### src/rtl/hbg_pkg.sv
package hbg_pkg;

    typedef enum logic [1:0] {
        PWR_SLEEP = 2'd0,
        PWR_WAKEQ = 2'd1,
        PWR_WAKE  = 2'd2,
        PWR_RUN   = 2'd3
    } pwr_state_e;

    typedef enum logic [1:0] {
        LEG_FLOAT = 2'd0,
        LEG_HIGH  = 2'd1,
        LEG_LOW   = 2'd2
    } leg_cmd_e;

    // A leg drives high when only its own line is set, low whenever the
    // opposite line is set (reverse or brake), and floats otherwise.
    function automatic leg_cmd_e decode_leg(input logic own, input logic other);
        if (own && !other)
            return LEG_HIGH;
        else if (other)
            return LEG_LOW;
        else
            return LEG_FLOAT;
    endfunction

endpackage

### src/rtl/hbg_input_qual.sv
module hbg_input_qual #(
    parameter int CYC = 4
) (
    input  logic clk,
    input  logic rst_n,
    input  logic raw_i,
    output logic lvl_o
);
    localparam int CW = (CYC > 1) ? $clog2(CYC) : 1;

    typedef struct packed {
        logic          lvl;
        logic [CW-1:0] cnt;
    } qual_t;

    qual_t cur_q, nxt_d;

    always_comb begin
        nxt_d = cur_q;
        if (raw_i == cur_q.lvl) begin
            nxt_d.cnt = '0;
        end else if (cur_q.cnt == CW'(CYC - 1)) begin
            nxt_d.lvl = raw_i;
            nxt_d.cnt = '0;
        end else begin
            nxt_d.cnt = cur_q.cnt + CW'(1);
        end
    end

    always_ff @(posedge clk or negedge rst_n) begin
        if (!rst_n)
            cur_q <= '0;
        else
            cur_q <= nxt_d;
    end

    assign lvl_o = cur_q.lvl;


    qual_hold_chk: assert property (@(posedge clk) disable iff (!rst_n)
        (cur_q.lvl != $past(cur_q.lvl)) |-> ($past(raw_i) == cur_q.lvl));

endmodule

### src/rtl/hbg_power_fsm.sv
module hbg_power_fsm import hbg_pkg::*; #(
    parameter int SLEEP_CYC     = 1000,
    parameter int WAKE_QUAL_CYC = 50,
    parameter int WAKE_DLY_CYC  = 500
) (
    input  logic clk,
    input  logic rst_n,
    input  logic active_i,
    output logic run_o,
    output logic asleep_o
);
    localparam int MAX_AB = (SLEEP_CYC > WAKE_QUAL_CYC) ? SLEEP_CYC : WAKE_QUAL_CYC;
    localparam int MAXC   = (MAX_AB > WAKE_DLY_CYC) ? MAX_AB : WAKE_DLY_CYC;
    localparam int CW     = $clog2(MAXC + 1);

    typedef struct packed {
        pwr_state_e    st;
        logic [CW-1:0] cnt;
    } pwr_t;

    pwr_t cur_q, nxt_d;

    always_comb begin
        nxt_d = cur_q;
        unique case (cur_q.st)
            PWR_SLEEP: begin
                nxt_d.cnt = '0;
                if (active_i)
                    nxt_d.st = PWR_WAKEQ;
            end
            PWR_WAKEQ: begin
                if (!active_i) begin
                    nxt_d.st  = PWR_SLEEP;
                    nxt_d.cnt = '0;
                end else if (cur_q.cnt == CW'(WAKE_QUAL_CYC - 1)) begin
                    nxt_d.st  = PWR_WAKE;
                    nxt_d.cnt = '0;
                end else begin
                    nxt_d.cnt = cur_q.cnt + CW'(1);
                end
            end
            PWR_WAKE: begin
                if (cur_q.cnt == CW'(WAKE_DLY_CYC - 1)) begin
                    nxt_d.st  = PWR_RUN;
                    nxt_d.cnt = '0;
                end else begin
                    nxt_d.cnt = cur_q.cnt + CW'(1);
                end
            end
            PWR_RUN: begin
                if (active_i) begin
                    nxt_d.cnt = '0;
                end else if (cur_q.cnt == CW'(SLEEP_CYC - 1)) begin
                    nxt_d.st  = PWR_SLEEP;
                    nxt_d.cnt = '0;
                end else begin
                    nxt_d.cnt = cur_q.cnt + CW'(1);
                end
            end
            default: nxt_d = '{st: PWR_SLEEP, cnt: '0};
        endcase
    end

    always_ff @(posedge clk or negedge rst_n) begin
        if (!rst_n)
            cur_q <= '{st: PWR_SLEEP, cnt: '0};
        else
            cur_q <= nxt_d;
    end

    assign run_o    = (cur_q.st == PWR_RUN);
    assign asleep_o = (cur_q.st == PWR_SLEEP) || (cur_q.st == PWR_WAKEQ);


    wake_order_chk: assert property (@(posedge clk) disable iff (!rst_n)
        (cur_q.st == PWR_RUN && $past(cur_q.st) != PWR_RUN) |-> ($past(cur_q.st) == PWR_WAKE));


    sleep_entry_chk: assert property (@(posedge clk) disable iff (!rst_n)
        ($past(cur_q.st) == PWR_RUN && cur_q.st == PWR_SLEEP) |-> !$past(active_i));

endmodule

### src/rtl/hbg_half_seq.sv
module hbg_half_seq import hbg_pkg::*; #(
    parameter int DEAD_CYC = 4
) (
    input  logic     clk,
    input  logic     rst_n,
    input  leg_cmd_e cmd_i,
    output logic     hs_o,
    output logic     ls_o
);
    localparam int OW = $clog2(DEAD_CYC + 1);

    typedef struct packed {
        logic          hs;
        logic          ls;
        logic [OW-1:0] offc;
    } leg_t;

    leg_t cur_q, nxt_d;

    logic want_hs, want_ls, release_now, both_off;

    always_comb begin
        want_hs     = (cmd_i == LEG_HIGH);
        want_ls     = (cmd_i == LEG_LOW);
        release_now = (cmd_i == LEG_FLOAT) || (cur_q.hs && !want_hs) || (cur_q.ls && !want_ls);
        both_off    = !cur_q.hs && !cur_q.ls;

        nxt_d = cur_q;
        if (release_now) begin
            nxt_d.hs = 1'b0;
            nxt_d.ls = 1'b0;
        end else if (both_off && cur_q.offc >= OW'(DEAD_CYC)) begin
            nxt_d.hs = want_hs;
            nxt_d.ls = want_ls;
        end

        if (!nxt_d.hs && !nxt_d.ls)
            nxt_d.offc = (cur_q.offc == OW'(DEAD_CYC)) ? cur_q.offc : cur_q.offc + OW'(1);
        else
            nxt_d.offc = '0;
    end

    always_ff @(posedge clk or negedge rst_n) begin
        if (!rst_n)
            cur_q <= '0;
        else
            cur_q <= nxt_d;
    end

    assign hs_o = cur_q.hs;
    assign ls_o = cur_q.ls;


    no_shoot_chk: assert property (@(posedge clk) disable iff (!rst_n)
        !(cur_q.hs && cur_q.ls));


    dead_gap_chk: assert property (@(posedge clk) disable iff (!rst_n)
        ($rose(cur_q.hs) || $rose(cur_q.ls)) |-> $past(!cur_q.hs && !cur_q.ls));


    release_chk: assert property (@(posedge clk) disable iff (!rst_n)
        (cmd_i == LEG_FLOAT) |=> (!cur_q.hs && !cur_q.ls));

endmodule

### src/rtl/hbridge_gate_seq.sv
module hbridge_gate_seq import hbg_pkg::*; #(
    parameter int QUAL_CYC      = 80,
    parameter int DEAD_CYC      = 25,
    parameter int SLEEP_CYC     = 100000,
    parameter int WAKE_QUAL_CYC = 500,
    parameter int WAKE_DLY_CYC  = 5000
) (
    input  logic clk,
    input  logic rst_n,
    input  logic ctl_a,
    input  logic ctl_b,
    input  logic kill,
    output logic hs_a,
    output logic ls_a,
    output logic hs_b,
    output logic ls_b,
    output logic asleep
);
    localparam int NLEG = 2;

    logic [NLEG-1:0] raw_in;
    logic [NLEG-1:0] lvl;
    logic [NLEG-1:0] hs_q;
    logic [NLEG-1:0] ls_q;
    logic            run;
    leg_cmd_e        cmd [NLEG];

    assign raw_in = {ctl_b, ctl_a};

    for (genvar i = 0; i < NLEG; i++) begin : g_qual
        hbg_input_qual #(.CYC(QUAL_CYC)) u_qual (
            .clk   (clk),
            .rst_n (rst_n),
            .raw_i (raw_in[i]),
            .lvl_o (lvl[i])
        );
    end

    hbg_power_fsm #(
        .SLEEP_CYC     (SLEEP_CYC),
        .WAKE_QUAL_CYC (WAKE_QUAL_CYC),
        .WAKE_DLY_CYC  (WAKE_DLY_CYC)
    ) u_pwr (
        .clk      (clk),
        .rst_n    (rst_n),
        .active_i (|lvl),
        .run_o    (run),
        .asleep_o (asleep)
    );

    always_comb begin
        for (int i = 0; i < NLEG; i++) begin
            if (run && !kill)
                cmd[i] = decode_leg(lvl[i], lvl[NLEG-1-i]);
            else
                cmd[i] = LEG_FLOAT;
        end
    end

    for (genvar i = 0; i < NLEG; i++) begin : g_leg
        hbg_half_seq #(.DEAD_CYC(DEAD_CYC)) u_leg (
            .clk   (clk),
            .rst_n (rst_n),
            .cmd_i (cmd[i]),
            .hs_o  (hs_q[i]),
            .ls_o  (ls_q[i])
        );
    end

    assign hs_a = hs_q[0] & ~kill;
    assign ls_a = ls_q[0] & ~kill;
    assign hs_b = hs_q[1] & ~kill;
    assign ls_b = ls_q[1] & ~kill;


    sleep_off_chk: assert property (@(posedge clk) disable iff (!rst_n)
        asleep |-> !(hs_q[0] || ls_q[0] || hs_q[1] || ls_q[1]));


    kill_drop_chk: assert property (@(posedge clk) disable iff (!rst_n)
        kill |=> !(hs_q[0] || ls_q[0] || hs_q[1] || ls_q[1]));

endmodule

### config.mk
export PLATFORM = sky130hd
export DESIGN_NAME = hbridge_gate_seq
export DESIGN_NICKNAME = d
export VERILOG_FILES = /design/src/rtl/hbg_pkg.sv /design/src/rtl/hbg_input_qual.sv /design/src/rtl/hbg_power_fsm.sv /design/src/rtl/hbg_half_seq.sv /design/src/rtl/hbridge_gate_seq.sv
export SDC_FILE = /design/constraint.sdc
export NUM_CORES = 1
export LEC_CHECK = 0
export BUFFER_PORTS_ARGS = -buffer_cell sky130_fd_sc_hd__buf_2
export CORE_ASPECT_RATIO = 1.1
export CORE_MARGIN = 4
export CORE_UTILIZATION = 60
export DETAILED_ROUTE_END_ITERATION = 12
export GPL_ROUTABILITY_DRIVEN = 0
export PLACE_DENSITY = 0.82
export SLEW_MARGIN = 15
export SYNTH_ARGS = -nofsm -noshare
export SYNTH_HDL_FRONTEND = slang
export SYNTH_SLANG_ARGS = --single-unit
### constraint.sdc
create_clock -name clk -period 4.1 [get_ports clk]
set_input_delay 1.23 -clock clk [delete_from_list [all_inputs] [get_ports clk]]
set_output_delay 1.23 -clock clk [all_outputs]
set_load 0.1 [all_outputs]
==> impl_metrics.csv <==
group,metric,value,unit
clock_tree,htreeDepth,2,
drt,drc_errors,0,
power_and_ir_drop,seqPwrFrac,53.2,%
power_and_ir_drop,p_per_area,463,nW/um^2
grt,first_global_vias,1658,
die,io_pins,10,
clock_tree,hold_buffers,0,
worst_setup_path,cp-end-kind,"output pin",
die,die_area,5130,sq um
grt,overflow,0,
die,core_area,3930,sq um
logic_synthesis,ys_top_cells_by_area,"dfrtp_1 50%, xor2_1 9.0%, nor2_1 8.7%",
final_layout,diodes,0,
logic_synthesis,synth.top_cells.by_count,"56 x nor2_1, 49 x dfrtp_1, 25 x xor2_1",
grt,grt_use_total,18.8,%
power_and_ir_drop,swShare,33.7,%
placed_design,dp.cells,307,
clock_tree,worstSkewPairLatency,0.30,ns
logic_synthesis,synth.distinct_cells,34,
worst_hold_path,hp-class,"flip-flop to flip-flop",
logic_synthesis,ys_warn_count,0,
drt,drtAntennaViolNets,0,
die,die_w,68.7,um
final_layout,multi_input_area,1160,sq um
logic_synthesis,async_reset_ff_share,100,%
worst_setup_path,r2r_end,"u_pwr.cur_q[13]$_DFF_PN0_",
timing,slew_headroom,59.9,%
logic_synthesis,synth_ff_type,"dfrtp_1",
worst_setup_path,timing.rr.start,"u_pwr.cur_q[10]$_DFF_PN0_",
worst_hold_path,whs_endpoint,"u_pwr.cur_q[0]$_DFF_PN0_",
job,maxCapViolCount,0,
placed_design,port_buffers,9,
placed_design,pre_cts_slack,0.962,ns
logic_synthesis,synth_nets,260,
drt,vias_per_cell,5.47,
timing,hold_violations,0,
drt,dr.pass1.iters,5,
placed_design,hpwl,2880,um
clock_tree,cts-buffers-inserted,5,
worst_setup_path,cp-start-kind,"primary input",
die,dieHeight,74.7,um
timing,worstMarginPinSlew,0.597,ns
drt,avgRoutedWirePerCell,13.0,um
drt,num_vias,1723,
clock_tree,cts_tree,"yes",
run_status,status,"finished, final reports clean",
timing,fin_crit_sh,76.3,%
power_and_ir_drop,power_frac_comb,22.9,%
power_and_ir_drop,clkPwrFrac,23.9,%
timing,finClkSkew,0.00613,ns
worst_hold_path,hold_depth,1,
worst_setup_path,critPathLaunch,"kill",
timing,fin_tns_setup,0,ns
logic_synthesis,avgSynthCellArea,9.79,sq um
worst_hold_path,hp-start,"u_pwr.cur_q[0]$_DFF_PN0_",
timing,rsz0062_at_grt,"no",
grt,grt_antenna_before_repair,0,
clock_tree,cts.reportedPaths.clkPinSlew,0.09,ns
power_and_ir_drop,p_int,805,uW
clock_tree,cts_resized,0,
clock_tree,cts_root_buf,"clkbuf_8",
logic_synthesis,syn_inst,248,
timing,fin_ws,0.971,ns
timing,fin_crit,3.13,ns
worst_setup_path,arrival,1.90,ns
final_layout,fillers,310,
logic_synthesis,synth_area,2430,sq um
logic_synthesis,synth_top_area_cell,"dfrtp_1",
timing,fmax,320,MHz
worst_setup_path,worstPathRequired,2.87,ns
timing,slew_viol_final,0,
final_layout,synthToLayoutAreaGrowth,7.93,%
worst_setup_path,rr_worst_depth,5,
logic_synthesis,synth_top_area_share,50.5,%
clock_tree,post-cts-setup-buffers,0,
worst_setup_path,rrSetupSlack,2.16,ns
grt,grt_first_pass_wirelength,7260,um
final_layout,drive_gt1_share,9.51,%
final_layout,final-seq-area,1230,sq um
power_and_ir_drop,p_leak,1.15,nW
grt,grt_max_degree,50,
timing,setup_viol,0,
die,row_count,24,
clock_tree,cts_sinks,49,
power_and_ir_drop,switchingPower,410,uW
worst_setup_path,cp_max_fo,6,
power_and_ir_drop,peakVddDrop,0.000242,V
die,initial_core_util,61.7,%
logic_synthesis,synthMostInstantiatedCell,"nor2_1",
drt,drt_wl_total,4090,um
final_layout,utilization,66.6,%
final_layout,fin_nets,274,
drt,drtIter0Drc,128,
final_layout,fin_cells,315,
worst_setup_path,crit_type,"primary input to output pin",
logic_synthesis,seq_area_frac_synth,50.5,%
logic_synthesis,synth-edff-count,0,
logic_synthesis,ys_ff_latch,49,
clock_tree,clockBufferDepth,2,
-- per-layer routing --
layer	part of all wire, %	wire length (um)	vias up	global-route usage (%)
met5	0	0	-	0
li1	-	-	869	-
met4	1.6	65	0	6.84
met3	3.8	155	7	4.48
met1	47	1920	815	24.8
met2	48	1950	32	30.0
-- stage by stage --
stage / hold slack, ns / total power, mW / area [sq um]
3_5_place_dp: 0.478 / 0.932 / 2520
6_report: 0.486 / 1.21 / 2620
5_1_grt: 0.521 / 1.31 / 2620
3_3_place_gp: 0.468 / 0.919 / 2520
2_1_floorplan: 0.448 / 0.867 / 2430
4_1_cts: 0.491 / 1.23 / 2620
-- how the worst max path moves through the flow --
stage	slack, ns	endpoint	depth (start not counted)
5_1_grt	0.92	hs_b	3
3_3_place_gp	0.99	hs_b	3
2_1_floorplan	0.30	hs_b	1
6_report	0.97	ls_a	3
4_1_cts	0.96	ls_a	3
3_5_place_dp	0.96	ls_a	3
-- power groups by stage --
stage                     Combinational (mW)  Clock (mW)  Sequential [mW]
after floorplan                        0.231           0            0.636
after global placement                 0.267           0            0.652
after detailed placement               0.277           0            0.655
after CTS                              0.280       0.305            0.646
after global routing                   0.323       0.327            0.659
final                                  0.278       0.291            0.646
-- sequential cells by signal, indices dropped and copies added (netlist names), named ones only --
register,count
u_pwr.cur_q,18
g_qual.u_qual.cur_q,14
g_leg.u_leg.cur_q,10
g_leg.u_leg.hs_o,2
g_leg.u_leg.ls_o,2
g_qual.u_qual.lvl_o,2
-- cell families (layout without fill, tap and decap cells) --
| logic type | Yosys count | count (layout) | share of synthesized area (%) |
|---|---|---|---|
| flops | 49 | 49 | 50.5 |
| xor+xnor | 35 | 35 | 12.6 |
| fa+ha+maj | 7 | 7 | 3.61 |
| buf+inv | 10 | 25 | 1.85 |
| simple gates | 132 | 132 | 26.0 |
| mux | 2 | 2 | 0.927 |
| compound gates | 13 | 13 | 4.53 |
-- critical path: stages --
cell and delay (ns):
buf_2 0.13, nor2b_1 0.11, buf_2 0.43
-- layout by cell type, fill, tap and decap left out, drive strengths merged --
master / instances
nor2: 56
dfrtp: 49
xor2: 25
nand2: 18
nand3: 16
xnor2: 10
nor3: 9
inv: 9
buf: 9
nand4: 7
ha: 7
nor4: 6
clkbuf: 5
and2: 4
nand4b: 3
and3: 3
nor2b: 3
or3: 2
o21ai: 2
o211ai: 2
a21oi: 2
a211oi: 2
mux2: 2
clkinvlp: 2
or2: 2
nand3b: 1
o31ai: 1
and4: 1
o311ai: 1
o211a: 1
or4b: 1
o221a: 1
a32o: 1
-- layout make-up --
class	count	area share, %
well taps	52	2.48
flip-flops and latches	49	46.8
clock buffers	5	2.63
clock inverters	3	1.00
multi-input cells	189	44.2
repair buffers	9	1.81
inverters	8	1.15
(Power assumes the default switching activity.)
